==> src/rtl/spi_regblk_pkg.sv <==
package spi_regblk_pkg;

  typedef enum logic [2:0] {
    ST_IDLE,
    ST_CMD,
    ST_RESP,
    ST_TOKEN,
    ST_DATA,
    ST_CRC
  } rd_state_e;

  localparam logic [7:0] FILL_BYTE   = 8'hFF;
  localparam logic [7:0] START_TOKEN = 8'hFE;

  // one byte through the 7-bit command CRC, MSB first
  function automatic logic [6:0] crc7_step(input logic [6:0] c_in, input logic [7:0] d);
    logic [6:0] c;
    logic       fb;
    c = c_in;
    for (int i = 7; i >= 0; i--) begin
      fb = c[6] ^ d[i];
      c  = {c[5:0], 1'b0};
      if (fb) c = c ^ 7'h09;
    end
    return c;
  endfunction

  // one byte through the 16-bit data CRC (0x1021), MSB first
  function automatic logic [15:0] crc16_step(input logic [15:0] c_in, input logic [7:0] d);
    logic [15:0] c;
    logic        fb;
    c = c_in;
    for (int i = 7; i >= 0; i--) begin
      fb = c[15] ^ d[i];
      c  = {c[14:0], 1'b0};
      if (fb) c = c ^ 16'h1021;
    end
    return c;
  endfunction

endpackage

==> src/rtl/spi_regblk_cmdframe.sv <==
module spi_regblk_cmdframe
  import spi_regblk_pkg::*;
#(
  parameter int ARG_BYTES = 4,
  parameter int IDX_W     = 3
) (
  input  logic [5:0]       cmd_idx,
  input  logic [IDX_W-1:0] byte_idx,
  output logic [7:0]       frame_byte
);
  localparam int FRAME_BYTES = ARG_BYTES + 2;

  logic [7:0] fbytes [FRAME_BYTES];
  logic [6:0] crc_acc;

  always_comb begin
    fbytes[0] = {2'b01, cmd_idx};
    for (int i = 1; i <= ARG_BYTES; i++) fbytes[i] = 8'h00;
    crc_acc = '0;
    for (int i = 0; i <= ARG_BYTES; i++) crc_acc = crc7_step(crc_acc, fbytes[i]);
    fbytes[FRAME_BYTES-1] = {crc_acc, 1'b1};
    frame_byte = FILL_BYTE;
    for (int i = 0; i < FRAME_BYTES; i++)
      if (byte_idx == IDX_W'(i)) frame_byte = fbytes[i];
  end
endmodule

==> src/rtl/spi_regblk_crc16.sv <==
module spi_regblk_crc16
  import spi_regblk_pkg::*;
(
  input  logic        clk,
  input  logic        rst_n,
  input  logic        clear,
  input  logic        en,
  input  logic [7:0]  din,
  output logic [15:0] crc
);
  always_ff @(posedge clk or negedge rst_n) begin
    if (!rst_n)     crc <= '0;
    else if (clear) crc <= '0;
    else if (en)    crc <= crc16_step(crc, din);
  end
endmodule

==> src/rtl/spi_regblk_assembler.sv <==
module spi_regblk_assembler #(
  parameter int NBYTES = 16
) (
  input  logic                clk,
  input  logic                rst_n,
  input  logic                shift_en,
  input  logic [7:0]          din,
  input  logic                commit,
  output logic [NBYTES*8-1:0] value
);
  logic [7:0]          lane [NBYTES];
  logic [NBYTES*8-1:0] flat;

  for (genvar g = 0; g < NBYTES; g++) begin : g_lane
    always_ff @(posedge clk or negedge rst_n) begin
      if (!rst_n) lane[g] <= '0;
      else if (shift_en) begin
        if (g == 0) lane[g] <= din;
        else        lane[g] <= lane[(g == 0) ? 0 : g-1];
      end
    end
    assign flat[g*8 +: 8] = lane[g];
  end

  always_ff @(posedge clk or negedge rst_n) begin
    if (!rst_n)      value <= '0;
    else if (commit) value <= flat;
  end
endmodule

==> src/rtl/spi_regblk_reader.sv <==
module spi_regblk_reader
  import spi_regblk_pkg::*;
#(
  parameter int RESP_POLLS     = 8,
  parameter int DATA_TMO_BYTES = 256,
  parameter int REG_BYTES      = 16
) (
  input  logic                   clk,
  input  logic                   rst_n,
  input  logic                   req_valid,
  output logic                   req_ready,
  input  logic                   req_sel,
  input  logic [5:0]             req_cmd,
  output logic                   cs_n,
  output logic                   tx_valid,
  input  logic                   tx_ready,
  output logic [7:0]             tx_data,
  input  logic                   rx_valid,
  input  logic [7:0]             rx_data,
  output logic                   done,
  output logic                   res_sel,
  output logic [REG_BYTES*8-1:0] reg_value,
  output logic                   crc_err,
  output logic                   resp_err,
  output logic                   tmo_err,
  output logic                   tok_err
);
  localparam int ARG_BYTES   = 4;
  localparam int FRAME_BYTES = ARG_BYTES + 2;
  localparam int IDX_W       = $clog2(FRAME_BYTES);
  localparam int MAX_A       = (RESP_POLLS > DATA_TMO_BYTES) ? RESP_POLLS : DATA_TMO_BYTES;
  localparam int MAX_B       = (REG_BYTES > FRAME_BYTES) ? REG_BYTES : FRAME_BYTES;
  localparam int CNT_MAX     = (MAX_A > MAX_B) ? MAX_A : MAX_B;
  localparam int CNT_W       = $clog2(CNT_MAX + 1);

  rd_state_e        state;
  logic             wait_rx;
  logic [CNT_W-1:0] cnt;
  logic [5:0]       cmd_q;
  logic [7:0]       crc_hi;
  logic [15:0]      crc_val;
  logic [7:0]       frame_byte;
  logic             rx_take;
  logic             crc_match;

  assign rx_take   = (state != ST_IDLE) && wait_rx && rx_valid;
  assign crc_match = ({crc_hi, rx_data} == crc_val);

  assign req_ready = (state == ST_IDLE);
  assign cs_n      = (state == ST_IDLE);
  assign tx_valid  = (state != ST_IDLE) && !wait_rx;
  assign tx_data   = (state == ST_CMD) ? frame_byte : FILL_BYTE;

  spi_regblk_cmdframe #(.ARG_BYTES(ARG_BYTES), .IDX_W(IDX_W)) u_frame (
    .cmd_idx   (cmd_q),
    .byte_idx  (cnt[IDX_W-1:0]),
    .frame_byte(frame_byte)
  );

  spi_regblk_crc16 u_crc (
    .clk  (clk),
    .rst_n(rst_n),
    .clear(state == ST_TOKEN),
    .en   (rx_take && state == ST_DATA),
    .din  (rx_data),
    .crc  (crc_val)
  );

  spi_regblk_assembler #(.NBYTES(REG_BYTES)) u_asm (
    .clk     (clk),
    .rst_n   (rst_n),
    .shift_en(rx_take && state == ST_DATA),
    .din     (rx_data),
    .commit  (rx_take && state == ST_CRC && cnt != '0 && crc_match),
    .value   (reg_value)
  );

  always_ff @(posedge clk or negedge rst_n) begin
    if (!rst_n) begin
      state    <= ST_IDLE;
      wait_rx  <= 1'b0;
      cnt      <= '0;
      cmd_q    <= '0;
      crc_hi   <= '0;
      done     <= 1'b0;
      res_sel  <= 1'b0;
      crc_err  <= 1'b0;
      resp_err <= 1'b0;
      tmo_err  <= 1'b0;
      tok_err  <= 1'b0;
    end else begin
      done <= 1'b0;
      if (state == ST_IDLE) begin
        if (req_valid) begin
          cmd_q    <= req_cmd;
          res_sel  <= req_sel;
          cnt      <= '0;
          wait_rx  <= 1'b0;
          crc_err  <= 1'b0;
          resp_err <= 1'b0;
          tmo_err  <= 1'b0;
          tok_err  <= 1'b0;
          state    <= ST_CMD;
        end
      end else if (!wait_rx) begin
        if (tx_ready) wait_rx <= 1'b1;
      end else if (rx_valid) begin
        wait_rx <= 1'b0;
        unique case (state)
          ST_CMD: begin
            if (cnt == CNT_W'(FRAME_BYTES-1)) begin
              cnt   <= '0;
              state <= ST_RESP;
            end else cnt <= cnt + 1'b1;
          end
          ST_RESP: begin
            if (!rx_data[7]) begin
              cnt <= '0;
              if (rx_data[6:1] != 6'd0) begin
                resp_err <= 1'b1;
                done     <= 1'b1;
                state    <= ST_IDLE;
              end else state <= ST_TOKEN;
            end else if (cnt == CNT_W'(RESP_POLLS-1)) begin
              tmo_err <= 1'b1;
              done    <= 1'b1;
              state   <= ST_IDLE;
            end else cnt <= cnt + 1'b1;
          end
          ST_TOKEN: begin
            if (rx_data == START_TOKEN) begin
              cnt   <= '0;
              state <= ST_DATA;
            end else if (rx_data == FILL_BYTE) begin
              if (cnt == CNT_W'(DATA_TMO_BYTES-1)) begin
                tmo_err <= 1'b1;
                done    <= 1'b1;
                state   <= ST_IDLE;
              end else cnt <= cnt + 1'b1;
            end else begin
              tok_err <= 1'b1;
              done    <= 1'b1;
              state   <= ST_IDLE;
            end
          end
          ST_DATA: begin
            if (cnt == CNT_W'(REG_BYTES-1)) begin
              cnt   <= '0;
              state <= ST_CRC;
            end else cnt <= cnt + 1'b1;
          end
          ST_CRC: begin
            if (cnt == '0) begin
              crc_hi <= rx_data;
              cnt    <= cnt + 1'b1;
            end else begin
              crc_err <= !crc_match;
              done    <= 1'b1;
              state   <= ST_IDLE;
            end
          end
          default: state <= ST_IDLE;
        endcase
      end
    end
  end
endmodule

==> config.mk <==
export PLATFORM = sky130hd
export DESIGN_NAME = spi_regblk_reader
export DESIGN_NICKNAME = d
export VERILOG_FILES = /design/src/rtl/spi_regblk_pkg.sv /design/src/rtl/spi_regblk_cmdframe.sv /design/src/rtl/spi_regblk_crc16.sv /design/src/rtl/spi_regblk_assembler.sv /design/src/rtl/spi_regblk_reader.sv
export SDC_FILE = /design/constraint.sdc
export NUM_CORES = 1
export LEC_CHECK = 0
export ABC_AREA = 1
export CELL_PAD_IN_SITES_DETAIL_PLACEMENT = 1
export CELL_PAD_IN_SITES_GLOBAL_PLACEMENT = 1
export CORE_UTILIZATION = 40
export DETAILED_ROUTE_END_ITERATION = 10
export DONT_BUFFER_PORTS = 1
export PLACE_DENSITY = 0.66
export SLEW_MARGIN = 20
export SYNTH_ARGS = -nofsm -noshare
export SYNTH_HDL_FRONTEND = slang
export SYNTH_SLANG_ARGS = --single-unit
==> constraint.sdc <==
create_clock -name clk -period 2.55 [get_ports clk]
set_input_delay 0.1275 -clock clk [delete_from_list [all_inputs] [get_ports clk]]
set_output_delay 0.1275 -clock clk [all_outputs]
set_load 0.005 [all_outputs]
==> out/qor.csv <==
stage,metric,value,unit
clock_network,CTS sink cnt,305,
synth,synthesized cell area,0.01301,mm^2
clock_network,CTS H-Tree Depth,2,
clock_network,post-cts hold buffer count,22,
cells_and_area,final net count,1432,
routing,Routed Antenna Nets,0,
cells_and_area,Area growth syn-to-layout,12.97,%
clock_network,Bufs on Longest Clock Path,3,
synth,cell count after synthesis,1398,
critical_path,Critical Path Source Type,register,
critical_path,data required time at the worst endpoint,2420,ps
synth,Mapped Avg Cell Area,9.306,um^2
clock_network,TritonCTS clock tree,done,
routing,DR iter-0 viols,558,
sta,final setup margin,263.6,ps
job,maxcap violations,0,
die,Core Footprint,0.03180,mm^2
sta,worst-margin pin slew,915.1,ps
sta,final setup vio count,0,
clock_network,clock root cell,clkbuf_16,
synth,post-synthesis sequential area ratio,0.5867,
global_route,met2 GRT Util,0.3065,
critical_path,worst-path fanout max,5,
critical_path,flop-to-flop setup slack,290,ps
global_route,vias in the first global route,9366,
routing,vias per cell,4.827,
cells_and_area,share of post-route cells with drive strength above 1,0.08957,
critical_path,Crit Reg-Reg Endpoint,cmd_q[0],
die,initial cell density of the core,0.4091,
sta,Setup Skew,9.650,ps
sta,Fin. Hold Viols,305,
power_and_ir_drop,Overall Power,11.76,mW
die,Die Y,182.3,um
clock_network,postcts setup bufs,0,
sta,worst relative slew slack,0.3900,
synth,Yosys reg bits,305,
global_route,met3 Resource Use GR,0.04889,
placed_design,Final HPWL DP,20110,um
sta,WHS,-673.1,ps
cells_and_area,# diodes,0,
critical_path,CP endpoint kind,primary output,
placed_design,port bufs,0,
global_route,largest net degree at the start of global routing,306,
routing,Via Count,8998,
sta,"Slew Viols, Final",0,
die,Site Rows,65,
sta,Period minus WS final,2286,ps
cells_and_area,fillers,3642,
critical_path,reg2reg start,state[2],
synth,syn_nets,1424,
die,I/O Pins,165,
global_route,grt total ovfl,0,
clock_network,cts bufs inserted,36,
global_route,total global-route track usage,0.1904,
placed_design,RD Place Congestion,0.8392,
routing,drt total wl,30700,um
die,Die X,182.3,um
clock_network,"Reg clk slew, reported paths",50,ps
die,total die area,0.03325,mm^2
run_status,failing checks,negative hold slack,
sta,setup TNS,0,ps
synth,post-synthesis cell type count,36,
critical_path,"Cell Chain, Critical Path","ha_1, ha_1, o21bai_1, nor2_1, nand2_1, inv_1, o21ai_0, nand2_1, o21bai_1",
power_and_ir_drop,VDD IR max,551.4,uV
synth,Synth Warn #,0,
global_route,GRT met1 Usage,0.2576,
power_and_ir_drop,leak pwr,6.485,nW
sta,Tcrit/Tclk final,0.8966,
placed_design,Place WS,208.4,ps
routing,Residual DRC,0,
critical_path,reg2reg path depth,9,
routing,drt first pass iters,5,
run_status,status,"finished, violations left",
routing,DR WL/cell,16.47,um
global_route,GR peak layer,met2,
global_route,number of antenna violations at the first check in global routing,0,
critical_path,WP buf/inv,1,
critical_path,crit path DAT,2160,ps
sta,unrepaired setup endpoints after global routing,no,
critical_path,Crit path largest cell delay,430,ps
power_and_ir_drop,pwr dens,800.1,mW/mm^2
critical_path,Worst path slowest cell,dfrtp_1,
sta,Max Freq,437.4,MHz
critical_path,critical path start-end classification,register to primary output,
global_route,first-pass GRT wire length,50760,um
critical_path,"CP delay by family, top",adder cells,
worst_hold_path,worst hold path class,primary input to asynchronous set/reset pin,
clock_network,Clock Latency Late Sink,510,ps
power by group:
part	switching (mW)	total, mW	internal (mW)
clock network	1.94	5.11	3.18
registers	0.199	5.19	4.99
logic	0.900	1.46	0.561
total	3.04	11.8	8.72
routing by layer:
layer	vias up	share of wire
met5	-	0
met4	0	0.015
met3	35	0.058
met2	159	0.46
met1	4377	0.46
li1	4427	-
layout by cell type (no fill, tap or decap), types with 2 or more instances in the layout:
cell / instances
o22ai_1: 7
dfrtp_1: 305
nor2_2: 2
ha_1: 6
dlygate4sd3_1: 22
clkbuf_1: 13
xor2_1: 20
nand2_2: 3
a21oi_1: 7
inv_2: 4
o21bai_1: 2
buf_4: 11
bufinv_16: 3
nand3_1: 39
nor3_1: 6
nor2_4: 3
nand2_1: 364
inv_1: 177
o21ai_0: 167
o21ai_2: 41
buf_12: 7
clkbuf_8: 5
nand3_4: 2
xnor2_1: 28
nor2_1: 42
nand4_1: 12
clkbuf_16: 38
o211ai_1: 2
o21ai_1: 79
state kept, by name (all words and copies together) (netlist names), 3 cells and up:
signal,flops
cnt,9
crc_hi,8
u_asm.value,128
u_crc.crc,16
state,3
u_asm.flat,128
cmd_q,6
what timing repair did:
| action | 4_1_cts | 5_1_grt |
|---|---|---|
| endpoints found under the hold margin | 337 | 305 |
| gates resized for setup | 0 | 2 |
| setup endpoints to repair | 0 | 3 |
cell families (layout without fill, tap and decap cells):
logic type      after synthesis  count (layout)  synth area share
compound gates              307             307            0.1318
xor+xnor                     48              48           0.03231
simple gates                480             480            0.1519
flops                       305             305            0.5867
buf+inv                     252             283           0.09165
fa+ha+maj                     6               6          0.005770
metrics by stage:
step	cells	utilization	area, um^2
4_1_cts	1864	0.4619	14690
2_1_floorplan	1398	-	13010
3_5_place_dp	1781	0.4178	13290
6_report	1864	0.4622	14700
3_3_place_gp	1781	0.4178	13290
5_1_grt	1864	0.4622	14700
cell usage after synthesis:
library cell / n / share of area
nand2_1: 364 / 0.11
dfrtp_1: 305 / 0.59
inv_1: 177 / 0.051
o21ai_0: 167 / 0.064
o21ai_1: 79 / 0.030
nor2_1: 42 / 0.012
o21ai_2: 41 / 0.028
nand3_1: 39 / 0.015
xnor2_1: 28 / 0.019
buf_6: 27 / 0.023
buf_2: 21 / 0.0081
xor2_1: 20 / 0.013
clkbuf_1: 18 / 0.0052
nand4_1: 12 / 0.0058
a21oi_1: 7 / 0.0027
o22ai_1: 7 / 0.0034
ha_1: 6 / 0.0058
nor3_1: 6 / 0.0023
buf_4: 4 / 0.0023
inv_2: 4 / 0.0012
nand2_2: 3 / 0.0014
nor2_2: 3 / 0.0014
nand3_2: 2 / 0.0015
nor2_4: 2 / 0.0017
o211ai_1: 2 / 0.0012
o21bai_1: 2 / 0.0012
a31oi_1: 1 / 0.00048
inv_4: 1 / 0.00048
nand2_4: 1 / 0.00087
nand3_4: 1 / 0.0013
nand3b_1: 1 / 0.00058
nand4_2: 1 / 0.00096
nor3_2: 1 / 0.00077
nor4_1: 1 / 0.00048
o311ai_0: 1 / 0.00067
or2_2: 1 / 0.00048
how the worst max path moves through the flow:
stage | start | endpoint | depth (start not counted)
global route | cnt[1] | cnt[2] | 13
floorplan | cnt[0] | cnt[6] | 14
global placement | cnt[0] | cnt[2] | 13
detailed placement | cnt[0] | cnt[2] | 13
CTS | cnt[0] | cnt[2] | 13
finish | cnt[0] | tx_data[5] | 9
cell type report:
| cell class | instances | area [um^2] | share of cell area |
|---|---|---|---|
| clock inverters | 5 | 111.4 | 0.007576 |
| clock buffers | 56 | 1069 | 0.07270 |
| multi-input cells | 841 | 4213 | 0.2866 |
| repair buffers | 40 | 442.9 | 0.03014 |
| flip-flops and latches | 305 | 7632 | 0.5193 |
| inverters | 182 | 685.7 | 0.04665 |
| well taps | 435 | 544.3 | 0.03703 |
No activity file was read; power rests on OpenSTA's default activity.
